===== src/rtl/cfm_pkg.sv =====
package cfm_pkg;

  typedef enum logic [1:0] {
    SH_NONE = 2'b00,
    SH_R1   = 2'b01,
    SH_R2   = 2'b10,
    SH_L1   = 2'b11
  } shift_e;

  typedef struct packed {
    logic   rnd;
    shift_e sh;
  } post_ctrl_t;

endpackage


===== src/rtl/cfm_pprod.sv =====
module cfm_pprod #(
  parameter int DW = 16,
  localparam int PW = 2 * DW - 1
) (
  input  logic                 clk,
  input  logic                 rst_n,
  input  logic signed [DW-1:0] a,
  input  logic signed [DW-1:0] b,
  output logic signed [PW-1:0] prod_q
);

  localparam logic signed [DW-1:0] MIN_V  = {1'b1, {(DW-1){1'b0}}};
  localparam logic signed [PW-1:0] TRAP_V = {1'b0, {(PW-1){1'b1}}};

  logic signed [PW-1:0] a_ext, b_ext, full, prod_d;
  logic                 both_min;

  always_comb begin
    a_ext    = PW'(a);
    b_ext    = PW'(b);
    full     = a_ext * b_ext;
    both_min = (a == MIN_V) && (b == MIN_V);
    prod_d   = both_min ? TRAP_V : full;
  end

  always_ff @(posedge clk or negedge rst_n) begin
    if (!rst_n) prod_q <= '0;
    else        prod_q <= prod_d;
  end

  AST_TRAP_SAT: assert property (@(posedge clk) disable iff (!rst_n)
    $past(a == MIN_V && b == MIN_V) |-> prod_q == TRAP_V);

endmodule


===== src/rtl/cfm_combine.sv =====
module cfm_combine
  import cfm_pkg::*;
#(
  parameter int DW = 16,
  localparam int PW = 2 * DW - 1,
  localparam int SW = 2 * DW
) (
  input  logic                 clk,
  input  logic                 rst_n,
  input  logic signed [PW-1:0] p_rr,
  input  logic signed [PW-1:0] p_ri,
  input  logic signed [PW-1:0] p_ir,
  input  logic signed [PW-1:0] p_ii,
  input  logic                 cjx,
  input  logic                 cjy,
  input  post_ctrl_t           ctrl,
  output logic        [SW-1:0] res_re_q,
  output logic        [SW-1:0] res_im_q
);

  logic signed [SW-1:0] e_rr, e_ri, e_ir, e_ii;
  logic signed [SW-1:0] t_ii, t_ri, t_ir;
  logic signed [SW-1:0] sum_re, sum_im, rd_re, rd_im;
  logic        [SW-1:0] re_d, im_d;

  function automatic logic [SW-1:0] do_shift(input logic signed [SW-1:0] v, input shift_e s);
    case (s)
      SH_R1:   do_shift = v >>> 1;
      SH_R2:   do_shift = v >>> 2;
      SH_L1:   do_shift = v << 1;
      default: do_shift = v;
    endcase
  endfunction

  always_comb begin
    e_rr = $signed({p_rr[PW-1], p_rr});
    e_ri = $signed({p_ri[PW-1], p_ri});
    e_ir = $signed({p_ir[PW-1], p_ir});
    e_ii = $signed({p_ii[PW-1], p_ii});
    t_ii = (cjx ^ cjy) ? -e_ii : e_ii;
    t_ri = cjy ? -e_ri : e_ri;
    t_ir = cjx ? -e_ir : e_ir;
    sum_re = e_rr - t_ii;
    sum_im = t_ri + t_ir;
    rd_re  = sum_re;
    rd_im  = sum_im;
    if (ctrl.rnd) begin
      rd_re[DW] = 1'b1;
      rd_im[DW] = 1'b1;
    end
    re_d = do_shift(rd_re, ctrl.sh);
    im_d = do_shift(rd_im, ctrl.sh);
  end

  always_ff @(posedge clk or negedge rst_n) begin
    if (!rst_n) begin
      res_re_q <= '0;
      res_im_q <= '0;
    end else begin
      res_re_q <= re_d;
      res_im_q <= im_d;
    end
  end

  AST_ROUND_MARK: assert property (@(posedge clk) disable iff (!rst_n)
    $past(ctrl.rnd && ctrl.sh == SH_NONE) |-> (res_re_q[DW] && res_im_q[DW]));

  AST_RSHIFT_SIGN: assert property (@(posedge clk) disable iff (!rst_n)
    $past(ctrl.sh == SH_R1) |-> (res_re_q[SW-1] == res_re_q[SW-2]
                                 && res_im_q[SW-1] == res_im_q[SW-2]));

endmodule


===== src/rtl/cfrac_mul.sv =====
module cfrac_mul
  import cfm_pkg::*;
#(
  parameter int DW = 16,
  localparam int PW = 2 * DW - 1,
  localparam int SW = 2 * DW
) (
  input  logic          clk,
  input  logic          rst_ni,
  input  logic          en_x,
  input  logic          en_y,
  input  logic          conj_x,
  input  logic          conj_y,
  input  logic [DW-1:0] x_re,
  input  logic [DW-1:0] x_im,
  input  logic [DW-1:0] y_re,
  input  logic [DW-1:0] y_im,
  input  logic          round_en,
  input  logic [1:0]    shift_sel,
  input  logic [1:0]    osel,
  output logic [DW-1:0] out_re,
  output logic [DW-1:0] out_im
);

  // reset: asserted asynchronously, released after two clean edges
  logic [1:0] rs_q;
  logic       rst_n;

  always_ff @(posedge clk or negedge rst_ni) begin
    if (!rst_ni) rs_q <= 2'b00;
    else         rs_q <= {rs_q[0], 1'b1};
  end
  assign rst_n = rs_q[1];

  // operand stage
  logic signed [DW-1:0] xr_q, xi_q, yr_q, yi_q, xr_d, xi_d, yr_d, yi_d;
  logic                 cx_q, cy_q, cx_d, cy_d;
  post_ctrl_t           c1_q, c1_d, c2_q;
  logic                 cx2_q, cy2_q;

  always_comb begin
    xr_d = xr_q;  xi_d = xi_q;  cx_d = cx_q;
    yr_d = yr_q;  yi_d = yi_q;  cy_d = cy_q;
    if (en_x) begin
      xr_d = $signed(x_re);
      xi_d = $signed(x_im);
      cx_d = conj_x;
    end
    if (en_y) begin
      yr_d = $signed(y_re);
      yi_d = $signed(y_im);
      cy_d = conj_y;
    end
    c1_d.rnd = round_en;
    c1_d.sh  = shift_e'(shift_sel);
  end

  always_ff @(posedge clk or negedge rst_n) begin
    if (!rst_n) begin
      xr_q <= '0; xi_q <= '0; cx_q <= 1'b0;
      yr_q <= '0; yi_q <= '0; cy_q <= 1'b0;
      c1_q <= '0; c2_q <= '0;
      cx2_q <= 1'b0; cy2_q <= 1'b0;
    end else begin
      xr_q <= xr_d; xi_q <= xi_d; cx_q <= cx_d;
      yr_q <= yr_d; yi_q <= yi_d; cy_q <= cy_d;
      c1_q <= c1_d; c2_q <= c1_q;
      cx2_q <= cx_q; cy2_q <= cy_q;
    end
  end

  // product stage: index = {x part, y part}, 0 = real, 1 = imaginary
  logic signed [PW-1:0] pp_q [4];

  for (genvar g = 0; g < 4; g++) begin : g_pp
    logic signed [DW-1:0] fa, fb;
    assign fa = (g[1] == 1'b0) ? xr_q : xi_q;
    assign fb = (g[0] == 1'b0) ? yr_q : yi_q;
    cfm_pprod #(.DW(DW)) u_pp (
      .clk    (clk),
      .rst_n  (rst_n),
      .a      (fa),
      .b      (fb),
      .prod_q (pp_q[g])
    );
  end

  logic [SW-1:0] res_re_q, res_im_q;

  cfm_combine #(.DW(DW)) u_comb (
    .clk      (clk),
    .rst_n    (rst_n),
    .p_rr     (pp_q[0]),
    .p_ri     (pp_q[1]),
    .p_ir     (pp_q[2]),
    .p_ii     (pp_q[3]),
    .cjx      (cx2_q),
    .cjy      (cy2_q),
    .ctrl     (c2_q),
    .res_re_q (res_re_q),
    .res_im_q (res_im_q)
  );

  assign out_re = osel[0] ? res_re_q[DW-1:0] : res_re_q[SW-1:DW];
  assign out_im = osel[1] ? res_im_q[DW-1:0] : res_im_q[SW-1:DW];

  AST_X_HOLD: assert property (@(posedge clk) disable iff (!rst_n)
    !$past(en_x) |-> ($stable(xr_q) && $stable(xi_q) && $stable(cx_q)));

  AST_Y_HOLD: assert property (@(posedge clk) disable iff (!rst_n)
    !$past(en_y) |-> ($stable(yr_q) && $stable(yi_q) && $stable(cy_q)));

endmodule


===== config.mk =====
export PLATFORM = sky130hd
export DESIGN_NAME = cfrac_mul
export DESIGN_NICKNAME = d
export VERILOG_FILES = /design/src/rtl/cfm_pkg.sv /design/src/rtl/cfm_pprod.sv /design/src/rtl/cfm_combine.sv /design/src/rtl/cfrac_mul.sv
export SDC_FILE = /design/constraint.sdc
export NUM_CORES = 2
export LEC_CHECK = 0
export BUFFER_PORTS_ARGS = -buffer_cell sky130_fd_sc_hd__buf_2
export CORE_MARGIN = 4
export CORE_UTILIZATION = 60
export CTS_BUF_LIST = sky130_fd_sc_hd__clkbuf_4 sky130_fd_sc_hd__clkbuf_8 sky130_fd_sc_hd__clkbuf_16
export DETAILED_ROUTE_END_ITERATION = 7
export GPL_TIMING_DRIVEN = 0
export PLACE_DENSITY = 0.8
export SLEW_MARGIN = 20
export SYNTH_ARGS = -nofsm -noshare
export SYNTH_HDL_FRONTEND = slang
export SYNTH_HIERARCHICAL = 1
export SYNTH_SLANG_ARGS = --single-unit

===== constraint.sdc =====
create_clock -name clk -period 7.5 [get_ports clk]
set_input_delay 0.375 -clock clk [delete_from_list [all_inputs] [get_ports clk]]
set_output_delay 0.375 -clock clk [all_outputs]
set_load 0.02 [all_outputs]

# Yosys cells after proc, flatten, opt, wreduce, memory -nomap -nowiden
# Index checks and enable logic that the tools add are counted.
dict set report totals {
  regBits 264
  latchBits 0
  mem_bits_rw 0
  mem_bits_ro 0
  inputBits 75
  out_inout_bits 32
  wordCells 53
  n_memories 0
}
dict set report op_classes {
  n_addsub 5
  multipliers 4
  div_mod_pow 0
  n_lt_le_gt_ge 0
  n_eq_ne 7
  n_shift 0
  n_mux 13
  bitwise_logic 1
  reduce_logical 4
}
# cell count
set ops {}
lappend ops {{$pmux W32 S3} 2}
lappend ops {{$mul A16 B16 Y31} 4}
lappend ops {{$mux W31} 4}
lappend ops {{$mux W32} 3}
lappend ops {{$neg A31 Y32} 3}
lappend ops {{$eq A16 B16 Y1 const B} 4}
lappend ops {{$add A32 B32 Y32} 1}
lappend ops {{$mux W16} 2}
lappend ops {{$sub A31 B32 Y32} 1}
lappend ops {{$eq A2 B2 Y1 const B} 2}
lappend ops {{$logic_and A1 B1 Y1} 4}
lappend ops {{$eq A2 B1 Y1 const B} 1}
lappend ops {{$mux W1} 2}
lappend ops {{$xor A1 B1 Y1} 1}

# Longest topological paths before layout
dict set report logic_depth {
  ltp_word 5
  ltp_mapped 23
  mapped_depth_nobuf 21
}

# Hierarchy
# Netlist, hierarchy kept.
# module instances cells_each area_each_um2 seq_area_each_um2
set by_module_without_submodules {}
lappend by_module_without_submodules {{cfm_pprod at g_pp[1].u_pp ...} 2 1153 10705.3 775.7}
lappend by_module_without_submodules {{cfm_pprod at g_pp[3].u_pp} 1 1161 10790.3 775.7}
lappend by_module_without_submodules {{cfm_pprod at g_pp[0].u_pp} 1 1155 10745.3 775.7}
lappend by_module_without_submodules {cfm_combine 1 1011 8483.1 1601.5}
lappend by_module_without_submodules {cfrac_mul 1 187 3504.6 1901.8}

# Worst setup path before layout
# No wires, ideal clock.
dict set report synth_timing {
  kind {reg2reg}
  start {register xi_q[15], in the netlist g_pp[2].fa[15]}
  end {register g_pp[3].u_pp.prod_q[29]}
  setup_time_ns 0.079
  arrival_time_ns 6.161
  t_required_ns 7.421
  slack_ns 1.259
  stages_incl_launch_ff 24
  path_buffers 3
  period_less_slack_ns 6.241
  path_cell_list {dfrtp_1 > clkbuf_1 > clkbuf_1 > nand2_1 > inv_1 > fa_1 > inv_1 > fa_1 > inv_1 > fa_1 > fa_1 > fa_1 > inv_1 > fa_1 > inv_1 > ha_1 > clkbuf_1 > a21o_1 > a21o_1 > a21o_1 > a21o_1 > a21o_1 > o41ai_2 > mux2i_1}
}
dict set report synth_via {
  elab_chain_cells 3
  elab_cells_between_ends 4
  cone_classes {mul (1); eq/ne (1); mux (1); reduce/logical (1)}
}
# item line
set synth_lines {}
lappend synth_lines {{start: declaration} cfrac_mul.sv:36} ;# logic signed [DW-1:0] xr_q, xi_q, yr_q, yi_q, xr_d, xi_d, yr_d, yi_d;
lappend synth_lines {{start signal: assignment} cfrac_mul.sv:60} ;# xr_q <= '0; xi_q <= '0; cx_q <= 1'b0;
lappend synth_lines {{start signal: assignment} cfrac_mul.sv:65} ;# xr_q <= xr_d; xi_q <= xi_d; cx_q <= cx_d;
lappend synth_lines {{branches (longest 2 deep; another with $mul A16 B16 Y31)} -}
lappend synth_lines {{$mux W31 (*)} cfm_pprod.sv:23} ;# prod_d = both_min ? TRAP_V : full;
lappend synth_lines {{net g_pp[3].u_pp.prod_d[29]} cfm_pprod.sv:15} ;# logic signed [PW-1:0] a_ext, b_ext, full, prod_d;
lappend synth_lines {{end signal: assignment} cfm_pprod.sv:28} ;# else prod_q <= prod_d;
lappend synth_lines {{end: declaration} cfm_pprod.sv:9} ;# output logic signed [PW-1:0] prod_q
# Mark *: on every way through the listed nets, which the timed path passes.
# A chain may end at the register's enable or synchronous reset.

# Worst setup path after layout
dict set report layout_timing {
  start {register xi_q[9], in the netlist g_pp[2].fa[9]}
  end {register g_pp[3].u_pp.prod_q[28]}
}
# Same word-level chain as after synthesis.

==> key figures <==
Outcome
  • Status: finished clean

Min path
  • Hold Crit Depth: 2
  • Hold EP: g_pp[1].fb[13]
  • Hold Path Class: in -> reg
  • HP Start: y_im[13]

Logic synthesis
  • Synth Area in Simple Gates: 15.4%
  • Yosys reg bits: 264
  • EDFF count, synth: 0
  • Asr flop ratio synth: 100%
  • Syn Nets: 7306
  • Distinct cell type count after synthesis: 110
  • Compound-gate portion of the synthesized area: 8.06%
  • Dominant synthesized flop cell: dfrtp_1
  • Post-synth top area cell: fa_1
  • Synth warnings: 6
  • Register area share after synthesis: 12.0%
  • Combinational family with the most area after synthesis: adder cells
  • Top cells by area, synth: fa_1 37%, dfrtp_1 12%, ha_1 8.8%
  • Netlist Area Pre-Place: 54900 µm²
  • Post-Synth Adder-Cell Area: 46.2%
  • Top cell type's share of synthesized area: 37.4%
  • Cells after Synth: 5820
  • Mux contribution to synthesized area: 4.02%
  • Post-Synth XOR/XNOR Area: 4.35%
  • Mean Syn Cell Area: 9.44 µm²

Timing
  • Slew Viols, Final: 0
  • RSZ-0062 raised after global routing: true
  • Final Critical Period: 7.34 ns
  • Final WS setup: 0.160 ns
  • Setup TNS: 0 ns
  • Max Freq: 0.136 GHz
  • Final hold viol count: 0
  • Worst Max-Slew Pin Slew: 1.16 ns
  • Skew final: 0.0430 ns
  • # setup viols final: 0
  • Worst relative slew slack: 22.4%
  • Ratio of final minimum period to clock period: 97.9%

Route
  • DRC errors left: 0
  • Routed WL: 155000 µm
  • Antenna viol nets, final: 0
  • Drt initial violations: 4043
  • Mean number of vias per cell: 5.83
  • First-pass DRT Iterations: 7
  • Total number of vias: 41900
  • Wirelength per Cell: 21.6 µm

Critical path
  • Slowest-stage cell, CP: dfrtp_1
  • Reg2Reg Launch Point: g_pp[2].fa[9]
  • CP dominant cell by count: fa_1
  • Worst path max stage delay: 1.00 ns
  • Critical-path cell list: clkbuf_1 > nand2_1 > fa_1 > inv_1 > fa_1 > fa_1 > fa_1 > fa_1 > inv_1 > fa_1 > inv_1 > ha_1 > o21a_1 > nor2_1 > o31ai_1 > a21oi_1 > o211ai_1 > a2111oi_0 > nor3_1
  • WP depth: 19
  • Type of origin of the critical path: flip-flop
  • RR Endpoint: g_pp[3].u_pp/prod_q[28]
  • Reg2Reg Setup Slack: 0.16 ns
  • R2R depth: 19
  • Worst Path Required: 7.95 ns
  • Top delay family on crit path: adder cells
  • Crit end category: flip-flop
  • Worst Path Max Fanout: 17
  • Data arrival, critical path: 7.79 ns
  • CP Class: reg -> reg
  • Buf/Inv on CP: 4

Die
  • IO Count: 107
  • Die Ht: 311 µm
  • # rows: 110
  • Initial Util: 60.8%
  • Width of the die: 311 µm
  • Die area: 96500 µm²
  • Core footprint: 90400 µm²

GRT
  • First-pass GRT wire length: 247000 µm
  • Largest net degree at the start of global routing: 64
  • Grt ovf: 0
  • Global Route Usage Sum: 32.7%
  • Vias in the first global route: 44500
  • Initial antenna violation count: 5

Clock network
  • CTS tree: built
  • Clk_lat worst skew: 0.58 ns
  • H-tree levels: 2
  • Clock transition at path regs: 0.06 ns
  • Sink Count: 264
  • CTS Buf Count: 35
  • Postcts setup bufs: 0
  • Clk buf depth: 3
  • Clk root buf: clkbuf_16

Cells and area
  • Fin area: 58400 µm²
  • Area of the multi-input gates: 42800 µm²
  • Most frequent cells in the layout: 1177 x inv_1, 1026 x fa_1, 712 x nand2_1, 492 x and2_1, 385 x ha_1
  • Proportion of layout cells with a drive suffix above 1: 7.05%
  • # fillers: 7368
  • Most common cell after layout, fill and taps aside: inv_1
  • Register area: 6630 µm²
  • Layout net count: 7457
  • Area Growth Syn to Fin: 6.23%
  • Cell Count, Final, Fillers Out: 7176

Placed design
  • Routability cong.: 0.997
  • IO buf count: 102
  • Placed inst area: 57000 µm²
  • Worst slack at placement: 0.0845 ns
  • DP Wirelength: 125000 µm
  • # placed instances: 7102

Flow run
  • MaxCap Viol Count: 0
-- synth_stat cells, types with 11 or more instances --
cell,number
nand2b_1,60
a211oi_1,26
nand2_1,712
o21ai_0,120
nand3_1,31
ha_1,385
nor3_1,44
and3_1,19
nor4_1,38
a31oi_1,27
nor2b_1,24
mux2_4,82
xnor2_1,187
mux2_2,20
xor2_1,77
mux2i_1,11
o31ai_1,30
dfrtp_1,264
fa_1,1026
o21a_1,29
or3_1,17
inv_1,1177
mux4_2,25
a21o_1,74
nand4_1,33
and2_1,492
o21bai_1,20
clkbuf_1,194
a21oi_1,171
nor2_1,155
-- layer usage --
layer	vias up	part of all wire (%)	global-route usage [%]
met5	-	0.026	0
li1	18300	-	-
met2	2051	45	51.3
met3	482	11	9.18
met4	6	5.1	14.2
met1	21000	39	42.8
-- worst max-delay path by stage --
stage | endpoint | from
6_report | g_pp[3].u_pp/prod_q[28] | g_pp[2].fa[9]
3_3_place_gp | g_pp[1].u_pp/prod_q[30] | g_pp[1].fb[1]
4_1_cts | g_pp[1].u_pp/prod_q[30] | g_pp[1].fb[2]
5_1_grt | g_pp[1].u_pp/prod_q[30] | g_pp[1].fb[2]
2_1_floorplan | g_pp[3].u_pp/prod_q[29] | g_pp[2].fa[15]
3_5_place_dp | g_pp[1].u_pp/prod_q[30] | g_pp[1].fb[2]
-- sequential cells by signal, summed over array words and instances, names as in the netlist --
signal            cells
rs_q                  2
g_pp.u_pp/prod_q    124
g_pp.fa              32
cy_q                  1
c2_q                  3
g_pp.fb              32
u_comb/res_im_q      32
cy2_q                 1
u_comb/res_re_q      32
c1_q                  3
cx2_q                 1
cx_q                  1
-- repair_timing --
action / in CTS / in global routing
endpoints found under the setup margin: 0 / 10
resized for setup: 0 / 22
hold buffers: 8 / 0
endpoints found under the hold margin: 9 / 0
-- layout make-up --
cell class	instances	area share, %
Timing Repair Buffer	114	1.20
Tap cell	1176	2.52
Antenna cell	4	0.0172
Inverter	1180	7.59
Clock inverter	19	0.412
Multi-Input combinational cell	4151	73.4
Sequential cell	264	11.4
Buffer	225	1.81
Clock buffer	43	1.67
-- logic make-up (layout without fill, tap and decap cells) --
family / count (synthesis) / in the layout
other: 1 / 5
buffers and inverters: 1405 / 1581
muxes: 145 / 145
and+or+nand+nor: 1686 / 1686
adders and majority gates: 1411 / 1411
DFF: 264 / 264
xor gates and xnor gates: 268 / 268
AOI/OAI and AO/OA: 640 / 640
-- metrics by stage --
stage          hold slack, ns  utilization [%]
3_5_place_dp            0.162             63.1
3_3_place_gp            0.161             62.9
4_1_cts               0.00155             64.5
2_1_floorplan          0.0794                -
6_report               0.0237             64.5
5_1_grt                0.0111             64.5
Power is not shown: default switching activity piles up to over one toggle a cycle in this logic, so the estimate is an artifact.
